[src/rtl/bcl_pkg.sv]
package bcl_pkg;

    localparam int BYTE_W        = 8;
    localparam int BYTES_PER_BIAS = 3;
    localparam int TEST_BITS     = 4;
    localparam int BUFB_BITS     = 8;

    typedef enum logic [2:0] {
        ST_IDLE,
        ST_FETCH,
        ST_SETUP,
        ST_HIGH,
        ST_GAP,
        ST_LATCH,
        ST_DONE
    } bcl_state_e;

    typedef enum logic [1:0] {
        SEG_BIAS,
        SEG_TEST,
        SEG_BUFB
    } bcl_seg_e;

    typedef struct packed {
        logic [TEST_BITS-1:0] test;
        logic [BUFB_BITS-1:0] bufb;
    } bcl_trail_t;

    // divider setting for a wanted bit rate (two ticks per bit)
    function automatic int div_for_rate(input int clk_hz, input int bit_hz);
        return clk_hz / (2 * bit_hz) - 1;
    endfunction

endpackage

[src/rtl/bcl_tick_gen.sv]
module bcl_tick_gen #(
    parameter int DIV_W = 16
) (
    input  logic             clk,
    input  logic             rst,
    input  logic             en,
    input  logic [DIV_W-1:0] div,
    output logic             tick
);

    logic [DIV_W-1:0] cnt_q;

    assign tick = en && (cnt_q == div);

    always_ff @(posedge clk) begin
        if (rst) begin
            cnt_q <= '0;
        end else if (!en || tick) begin
            cnt_q <= '0;
        end else begin
            cnt_q <= cnt_q + 1'b1;
        end
    end

    AST_CNT_BOUND: assert property (@(posedge clk) disable iff (rst)
        en |-> (cnt_q <= div));

endmodule

[src/rtl/bcl_shifter.sv]
module bcl_shifter #(
    parameter int W     = 8,
    parameter int LEN_W = $clog2(W)
) (
    input  logic             clk,
    input  logic             rst,
    input  logic             load,
    input  logic [W-1:0]     load_word,
    input  logic [LEN_W-1:0] load_len,
    input  logic             adv,
    output logic             bit_out,
    output logic             last
);

    logic [W-1:0]     sh_q;
    logic [LEN_W-1:0] left_q;
    logic             bit_q;

    assign bit_out = bit_q;
    assign last    = (left_q == '0);

    always_ff @(posedge clk) begin
        if (rst) begin
            sh_q   <= '0;
            left_q <= '0;
            bit_q  <= 1'b0;
        end else if (load) begin
            bit_q  <= load_word[W-1];
            sh_q   <= load_word << 1;
            left_q <= load_len;
        end else if (adv) begin
            bit_q  <= sh_q[W-1];
            sh_q   <= sh_q << 1;
            left_q <= left_q - 1'b1;
        end
    end

    AST_ADV_HAS_BITS: assert property (@(posedge clk) disable iff (rst)
        adv |-> !last);

    AST_LOAD_ADV_EXCL: assert property (@(posedge clk) disable iff (rst)
        !(load && adv));

endmodule

[src/rtl/bias_chain_loader.sv]
module bias_chain_loader
    import bcl_pkg::*;
#(
    parameter int NUM_BIAS = 12,
    parameter int DIV_W    = 16,
    parameter int LAT_W    = 8
) (
    input  logic                 clk,
    input  logic                 rst,
    input  logic                 start,
    input  logic [DIV_W-1:0]     cfg_div,
    input  logic [LAT_W-1:0]     cfg_latch_ticks,
    input  logic [TEST_BITS-1:0] cfg_test_bits,
    input  logic [BUFB_BITS-1:0] cfg_buf_bits,
    input  logic                 pwr_down_in,
    input  logic [BYTE_W-1:0]    s_data,
    input  logic                 s_valid,
    output logic                 s_ready,
    output logic                 bias_bit,
    output logic                 bias_clk,
    output logic                 bias_latch,
    output logic                 bias_pd,
    output logic                 busy,
    output logic                 done
);

    localparam int NBYTES = NUM_BIAS * BYTES_PER_BIAS;
    localparam int BC_W   = $clog2(NBYTES + 1);
    localparam int LEN_W  = $clog2(BYTE_W);

    bcl_state_e       state_q;
    bcl_seg_e         seg_q;
    logic [BC_W-1:0]  bytes_left_q;
    logic [LAT_W-1:0] lat_left_q;
    logic [DIV_W-1:0] div_q;
    logic [LAT_W-1:0] lat_q;
    bcl_trail_t       trail_q;
    logic             pd_q;

    logic              tick;
    logic              tick_en;
    logic              sh_load;
    logic              sh_adv;
    logic [BYTE_W-1:0] sh_word;
    logic [LEN_W-1:0]  sh_len;
    logic              sh_last;
    logic              sh_bit;

    assign tick_en = (state_q == ST_SETUP) || (state_q == ST_HIGH) ||
                     (state_q == ST_GAP)   || (state_q == ST_LATCH);

    bcl_tick_gen #(.DIV_W(DIV_W)) u_tick (
        .clk  (clk),
        .rst  (rst),
        .en   (tick_en),
        .div  (div_q),
        .tick (tick)
    );

    bcl_shifter #(.W(BYTE_W), .LEN_W(LEN_W)) u_shift (
        .clk       (clk),
        .rst       (rst),
        .load      (sh_load),
        .load_word (sh_word),
        .load_len  (sh_len),
        .adv       (sh_adv),
        .bit_out   (sh_bit),
        .last      (sh_last)
    );

    // shifter feed: bias bytes, then test field, then buffer-bias field
    always_comb begin
        sh_load = 1'b0;
        sh_adv  = 1'b0;
        sh_word = '0;
        sh_len  = '0;
        case (state_q)
            ST_FETCH: begin
                if (s_valid) begin
                    sh_load = 1'b1;
                    sh_word = s_data;
                    sh_len  = LEN_W'(BYTE_W - 1);
                end
            end
            ST_HIGH: begin
                if (tick) begin
                    if (!sh_last) begin
                        sh_adv = 1'b1;
                    end else if (seg_q == SEG_BIAS && bytes_left_q == '0) begin
                        sh_load = 1'b1;
                        sh_word = {trail_q.test, {(BYTE_W-TEST_BITS){1'b0}}};
                        sh_len  = LEN_W'(TEST_BITS - 1);
                    end else if (seg_q == SEG_TEST) begin
                        sh_load = 1'b1;
                        sh_word = trail_q.bufb;
                        sh_len  = LEN_W'(BUFB_BITS - 1);
                    end
                end
            end
            default: ;
        endcase
    end

    always_ff @(posedge clk) begin
        if (rst) begin
            state_q      <= ST_IDLE;
            seg_q        <= SEG_BIAS;
            bytes_left_q <= '0;
            lat_left_q   <= '0;
            div_q        <= '0;
            lat_q        <= '0;
            trail_q      <= '0;
            pd_q         <= 1'b0;
        end else begin
            pd_q <= pwr_down_in;
            case (state_q)
                ST_IDLE: begin
                    if (start) begin
                        div_q        <= cfg_div;
                        lat_q        <= (cfg_latch_ticks == '0) ? LAT_W'(1) : cfg_latch_ticks;
                        trail_q      <= '{test: cfg_test_bits, bufb: cfg_buf_bits};
                        bytes_left_q <= BC_W'(NBYTES - 1);
                        seg_q        <= SEG_BIAS;
                        state_q      <= ST_FETCH;
                    end
                end
                ST_FETCH: begin
                    if (s_valid) state_q <= ST_SETUP;
                end
                ST_SETUP: begin
                    if (tick) state_q <= ST_HIGH;
                end
                ST_HIGH: begin
                    if (tick) begin
                        if (!sh_last) begin
                            state_q <= ST_SETUP;
                        end else begin
                            case (seg_q)
                                SEG_BIAS: begin
                                    if (bytes_left_q != '0) begin
                                        bytes_left_q <= bytes_left_q - 1'b1;
                                        state_q      <= ST_FETCH;
                                    end else begin
                                        seg_q   <= SEG_TEST;
                                        state_q <= ST_SETUP;
                                    end
                                end
                                SEG_TEST: begin
                                    seg_q   <= SEG_BUFB;
                                    state_q <= ST_SETUP;
                                end
                                default: state_q <= ST_GAP;
                            endcase
                        end
                    end
                end
                ST_GAP: begin
                    if (tick) begin
                        lat_left_q <= lat_q;
                        state_q    <= ST_LATCH;
                    end
                end
                ST_LATCH: begin
                    if (tick) begin
                        if (lat_left_q == LAT_W'(1)) state_q <= ST_DONE;
                        else                         lat_left_q <= lat_left_q - 1'b1;
                    end
                end
                ST_DONE: state_q <= ST_IDLE;
                default: state_q <= ST_IDLE;
            endcase
        end
    end

    assign s_ready    = (state_q == ST_FETCH);
    assign bias_clk   = (state_q == ST_HIGH);
    assign bias_latch = (state_q != ST_LATCH);
    assign bias_bit   = sh_bit;
    assign bias_pd    = pd_q;
    assign busy       = (state_q != ST_IDLE) && (state_q != ST_DONE);
    assign done       = (state_q == ST_DONE);

    AST_BIT_STABLE_HIGH: assert property (@(posedge clk) disable iff (rst)
        bias_clk |-> $stable(bias_bit));

    AST_IDLE_CLK_LOW: assert property (@(posedge clk) disable iff (rst)
        !busy |-> !bias_clk);

    AST_LATCH_QUIET: assert property (@(posedge clk) disable iff (rst)
        !bias_latch |-> (!bias_clk && !s_ready && busy));

    AST_DONE_SINGLE: assert property (@(posedge clk) disable iff (rst)
        done |=> (!done && !busy));

    AST_READY_IN_LOAD: assert property (@(posedge clk) disable iff (rst)
        s_ready |-> (busy && !bias_clk && bias_latch));

    AST_LATCH_RISE_DONE: assert property (@(posedge clk) disable iff (rst)
        $rose(bias_latch) |-> done);

    AST_START_IGNORED: assert property (@(posedge clk) disable iff (rst)
        (busy && !s_ready && start) |=> busy || done);

endmodule

[config.mk]
export PLATFORM = sky130hd
export DESIGN_NAME = bias_chain_loader
export DESIGN_NICKNAME = d
export VERILOG_FILES = /design/src/rtl/bcl_pkg.sv /design/src/rtl/bcl_tick_gen.sv /design/src/rtl/bcl_shifter.sv /design/src/rtl/bias_chain_loader.sv
export SDC_FILE = /design/constraint.sdc
export NUM_CORES = 1
export LEC_CHECK = 0
export BUFFER_PORTS_ARGS = -buffer_cell sky130_fd_sc_hd__buf_4
export CAP_MARGIN = 0
export CORE_ASPECT_RATIO = 1.4
export CORE_MARGIN = 2
export CORE_UTILIZATION = 55
export CTS_CLUSTER_DIAMETER = 60
export CTS_CLUSTER_SIZE = 14
export DETAILED_ROUTE_END_ITERATION = 12
export PLACE_DENSITY = 0.77
export SYNTH_ARGS = -nofsm -noshare
export SYNTH_HDL_FRONTEND = slang
export SYNTH_SLANG_ARGS = --single-unit
[constraint.sdc]
create_clock -name clk -period 2.67 [get_ports clk]
set_input_delay 0.534 -clock clk [delete_from_list [all_inputs] [get_ports clk]]
set_output_delay 0.534 -clock clk [all_outputs]
set_load 0.02 [all_outputs]
## Word-level counts from Yosys, hierarchy flattened

Index checks and enable logic that the tools add are counted.

- Register bits: 83
- Input bits: 49
- Output and inout bits: 7
- Logic and storage cells: 120

- Add/sub/neg operators: 4
- Equal/unequal tests: 24
- Mux-type cells: 55
- Reductions and logical operators: 24

Operators with widths:

| cell | count |
|---|---|
| two-way mux 8 bit | 11 |
| two-way mux 3 bit | 15 |
| one-hot mux 8 bit (2 select lines) | 2 |
| two-way mux 6 bit | 5 |
| one-hot mux 3 bit (6 select lines) | 1 |
| adder 16 x 1 -> 16 bit, second input constant | 1 |
| == test 16 bit | 1 |
| != test 2 x 1 -> 1 bit, second input constant | 8 |
| one-hot mux 3 bit (2 select lines) | 2 |
| one-hot mux 6 bit (2 select lines) | 1 |
| AND reduction 6 bit | 2 |
| two-way mux 1 bit | 10 |
| two-way mux 2 bit | 5 |
| == test 3 bit, second input constant | 3 |
| != test 3 bit, second input constant | 3 |
| == test 8 x 1 -> 1 bit, second input constant | 1 |
| zero test 8 bit | 1 |
| one-hot mux 2 bit (2 select lines) | 2 |
| subtractor 8 x 1 -> 8 bit, second input constant | 1 |
| AND reduction 7 bit | 1 |
| == test 3 x 2 -> 1 bit, second input constant | 2 |
| zero test 3 bit | 2 |
| zero test 6 bit | 1 |
| != test 2 bit, second input constant | 3 |
| other kinds (16) | 23 |

## Logic depth before layout (Yosys ltp)

- Word-level depth: 9
- Mapped depth: 10
- Mapped depth without buffers: 8

## Modules after synthesis

From an unflattened synthesis, not the netlist that was laid out.

- Cell total of the unflattened synthesis: 509
- Area, all modules: 4249.1 um2

By module, submodules not included:

| module | times used | cells each | area an instance (um2) | sequential area each (um2) |
|---|---|---|---|---|
| bias_chain_loader | 1 | 350 | 2791.4 | 1121.1 |
| bcl_tick_gen | 1 | 103 | 918.4 | 320.3 |
| bcl_shifter | 1 | 56 | 539.3 | 220.2 |

## Least setup slack after synthesis

Ideal clock, no wire load.

- Kind: reg-to-reg
- Start point: register u_shift.left_q[0]
- End point: register bytes_left_q[3]
- Setup time: 0.069 ns
- Data arrival time: 2.036 ns
- Data required time: 2.601 ns
- Setup slack: 0.565 ns
- Cell stages (with the launch flop): 9
- Buffers on the path: 0
- Period minus slack after synthesis: 2.105 ns
- Path through: dfxtp_1 > inv_1 > ha_1 > and2b_1 > and4b_4 > a21oi_2 > or4_1 > or4b_1 > o21ai_1

- Cells in the longest elaborated chain, start to end: 3

Ends and longest elaborated chain:

| what | RTL line | RTL |
|---|---|---|
| start: declaration | bcl_shifter.sv:16 | `logic [LEN_W-1:0] left_q;` |
| start signal: assignment | bcl_shifter.sv:30 | `left_q <= load_len;` |
| start signal: assignment | bcl_shifter.sv:34 | `left_q <= left_q - 1'b1;` |
| zero test 3 bit | bcl_shifter.sv:20 | `assign last = (left_q == '0);` |
| != test 2 x 1 -> 1 bit (no source line) | -- |  |
| AND reduction 6 bit (no source line) | -- |  |
| end signal: assignment | bias_chain_loader.sv:122 | `bytes_left_q <= BC_W'(NBYTES - 1);` |
| end signal: assignment | bias_chain_loader.sv:141 | `bytes_left_q <= bytes_left_q - 1'b1;` |
| end: declaration | bias_chain_loader.sv:33 | `logic [BC_W-1:0] bytes_left_q;` |

No other way between the ends.
A chain may end at the register's enable or synchronous reset.

## Worst setup path in the final report

- Start point: register state_q[2]
- End point: output bias_latch

- Cells in the longest elaborated chain, start to end: 1

Ends and longest elaborated chain:

| what | RTL line | RTL |
|---|---|---|
| start: declaration | bias_chain_loader.sv:31 | `bcl_state_e state_q;` |
| start signal: assignment | bias_chain_loader.sv:106 | `state_q <= ST_IDLE;` |
| start signal: assignment | bias_chain_loader.sv:124 | `state_q <= ST_FETCH;` |
| start signal: assignment | bias_chain_loader.sv:128 | `if (s_valid) state_q <= ST_SETUP;` |
| != test 3 bit | bias_chain_loader.sv:177 | `assign bias_latch = (state_q != ST_LATCH);` |
| end: declaration | bias_chain_loader.sv:21 | `output logic bias_latch,` |

No other way between the ends.

==> summary.txt <==
Clock network
  – Skew-Pair Late Insertion Delay: 0.36 ns
  – CTS tree: done
  – # Post-CTS Setup Buffers: 0
  – Hold buffer count at cts: 0
  – Clk pin slew, worst setup/hold paths: 0.08 ns
  – Clock root cell: clkbuf_8
  – Cts repair resizes: 0
  – Clock sinks: 83
  – Worst-case clock buffer depth: 2
  – Inserted Clock Buffers: 9
  – H-tree lvl count: 3

Synth
  – Yosys synthesis warning count: 0
  – Mean Syn Cell Area: 7.85 µm²
  – Top_reg_cell synth: dfxtp_1
  – Seq/Total Area, Yosys: between 40% and 50%
  – Mapped Nets: roughly 560
  – EDFF count, synth: 0
  – Cells after synthesis: 505
  – Synthesis-stage register bit count: between 80 and 90
  – Asr flop ratio synth: 0%
  – Synthesized cell area: 3970 µm²
  – Count of cell types in the netlist: 52

Global routing
  – Antenna violations before repair: 0
  – Largest net degree at the start of global routing: 69
  – First-pass GRT wire length: 15200 µm
  – Overflow after GRT: 0
  – Number of global-route vias before repair: 3605
  – GRT Overall Usage: 24.3%

Critical path
  – CP top delay family: flip-flops
  – Worst-path maximum fanout: 10
  – Worst EP required: 2.14 ns
  – CP max stage delay: ~0.53 ns
  – Critical path capture point type: primary output
  – Critical path cell sequence: nand2b_1 -> nor2_1 -> inv_1 -> buf_4
  – CP Launch Type: register
  – CP Buf/Inv Count: 2
  – WP data arrival: 1.78 ns
  – Kind of critical path: register to primary output
  – Slowest CP cell: dfxtp_1

Floorplanning
  – Die width: 75.8 µm
  – Cell Rows: 36
  – DIE AREA: around 7900 µm²
  – I/O pins: 56
  – Initial Util: 56.8%
  – Core area: 6980 µm²
  – Die Ht: 104 µm

Power
  – Pleak: 1.73 nW
  – PwrDens: 771 nW/µm²
  – Worst vdd ir: between 0.0004 and 0.0005 V

Finish
  – Most common cell after layout, fill and taps aside: nand2_1
  – Antenna diodes: 0
  – Multi-input logic area: 2120 µm²
  – Register area: 1660 µm²
  – Commonest non-fill, non-tap cells in the layout: 101 x nand2_1, 83 x dfxtp_1, 62 x buf_4
  – Ratio of cells with drive above 1 in the final layout: approximately 15%
  – Post-Layout Cell Count: 651
  – Filler cells: 631
  – Nets: 608
  – P&R area growth vs syn: 16.7%

Job
  – Max-Cap Viols: 0

Place
  – Final GP Congestion: 0.885
  – # port buffers: 55
  – Post-DP HPWL: 6300 µm
  – Cells after DPL: 635

Routing
  – Vias per cell: about 5.6
  – DRC: 0
  – Wire per inst: 13.8 µm
  – Detailed Route WL: ~9000 µm
  – Final ANT Viol Nets: 0
  – Via count of the routed design: 3624
  – First-pass DRT Iterations: 4
  – Initial DRC count: 164

STA
  – Max Clk Rate: 432 MHz
  – TNS Setup: 0 ns
  – Relative slew slack: 54.1%
  – RSZ-0062 raised after global routing: false
  – Worst Hold Slack: 0.375 ns
  – Setup violators final: 0
  – Final period util: 86.6%
  – Worst-Margin Slew: approximately 0.7 ns
  – Final Hold Viols: 0
  – Skew final: about 0.0065 ns
  – Final Slew Violations: 0
  – Post-layout min period: 2.31 ns

Status
  – Status: finished clean

Min path
  – Worst min path class: input port to register
registers in the layout (all words and copies together), names as in the netlist:
signal / count
u_shift.sh_q: 7
u_shift.left_q: 3
lat_q: 8
state_q: 3
trail_q: 12
bytes_left_q: 6
bias_pd: 1
lat_left_q: 8
seg_q: 2
u_tick.cnt_q: 16
div_q: 16
u_shift.bit_out: 1
metal layers:
| layer | part of all wire [%] | vias up | routed length [µm] | track usage, % |
|---|---|---|---|---|
| met2 | 53 | 55 | 4700 | 42.7 |
| met5 | 0 | - | 0 | 0 |
| met1 | 42 | 1705 | 3790 | 28.0 |
| met3 | 3.1 | 15 | 279 | 4.65 |
| li1 | - | 1849 | - | - |
| met4 | 2.0 | 0 | 180 | 8.65 |
worst paths after layout:
kind,start,endpoint,slack (ns),cells after the start
worst max-delay path,state_q[2]$_SDFFE_PP0P_,bias_latch,0.36,4
worst min-delay path,pwr_down_in,bias_pd$_SDFF_PP0_,0.38,2
worst max register to register,bytes_left_q[0]$_SDFFE_PP0P_,bytes_left_q[3]$_SDFFE_PP0P_,0.37,7
worst min register to register,trail_q[5]$_SDFFE_PP0P_,trail_q[5]$_SDFFE_PP0P_,0.46,2
cells in the mapped netlist, types with 2 or more instances:
library cell	count	share of area (%)
nand2_1	101	9.6
dfxtp_1	83	42
a21oi_1	59	7.4
nor2_1	31	2.9
o21ai_0	25	3.2
clkbuf_1	21	2.0
inv_1	21	2.0
xnor2_1	20	4.4
nand3_1	15	1.9
nor3_1	11	1.4
a22oi_1	10	1.9
xor2_1	9	2.0
a221oi_1	8	1.8
ha_1	8	2.5
nand4_1	6	0.95
or4_1	6	1.1
and3_1	5	0.79
nand2b_1	5	0.79
or3_1	5	0.79
a2bb2oi_1	4	0.88
buf_2	4	0.50
nor4_1	4	0.63
o31ai_1	4	0.76
a31oi_1	3	0.47
and2b_1	3	0.57
o21ai_1	3	0.38
and4_1	2	0.44
buf_1	2	0.19
nand4b_1	2	0.44
nor2b_1	2	0.32
o31a_1	2	0.44
cell families after synthesis:
kind of cell / after synthesis / share of synthesized area (%)
adder cells (fa/ha/maj): 8 / 2.52
flip-flops: 83 / 41.9
AND/OR/NAND/NOR: 204 / 24.0
buffers and inverters: 48 / 4.67
XOR/XNOR: 29 / 6.41
AO/OA/AOI/OAI: 133 / 20.5
per-stage QoR:
| stage | total power [mW] | instance area (µm²) | setup slack (ns) | util (%) |
|---|---|---|---|---|
| 4_1_cts | 3.58 | 4630 | 0.378 | 66.3 |
| 3_5_place_dp | 2.75 | 4450 | 0.395 | 63.7 |
| 5_1_grt | 3.80 | 4630 | 0.211 | 66.3 |
| 3_3_place_gp | 2.72 | 4450 | 0.492 | 63.7 |
| 6_report | 3.57 | 4630 | 0.357 | 66.3 |
| 2_1_floorplan | 2.42 | 3970 | 0.565 | - |
power by group:
part,leakage (nW),switching (mW),internal (mW),total (mW)
combinational,0.963,0.681,0.465,1.15
sequential,0.677,0.152,1.44,1.59
clock,0.0884,0.448,0.386,0.833
total,1.73,1.28,2.29,3.57
worst register-to-register path: stages (launching register included):
cell and delay, ns:
dfxtp_1 0.38, inv_1 0.07, ha_1 0.24, a31oi_2 0.36
a21oi_2 0.15, or4_1 0.44, or4b_1 0.52, o21ai_1 0.08
layout make-up:
cell class / count / area share, %
clock inverter: 4 / 0.541
inverter: 21 / 1.70
multi-input combinational: 374 / 45.9
clock buffer: 12 / 3.35
timing repair buffer: 62 / 10.1
tap: 95 / 2.57
sequential: 83 / 35.9
Note: power is estimated with default switching activity, not from simulation.
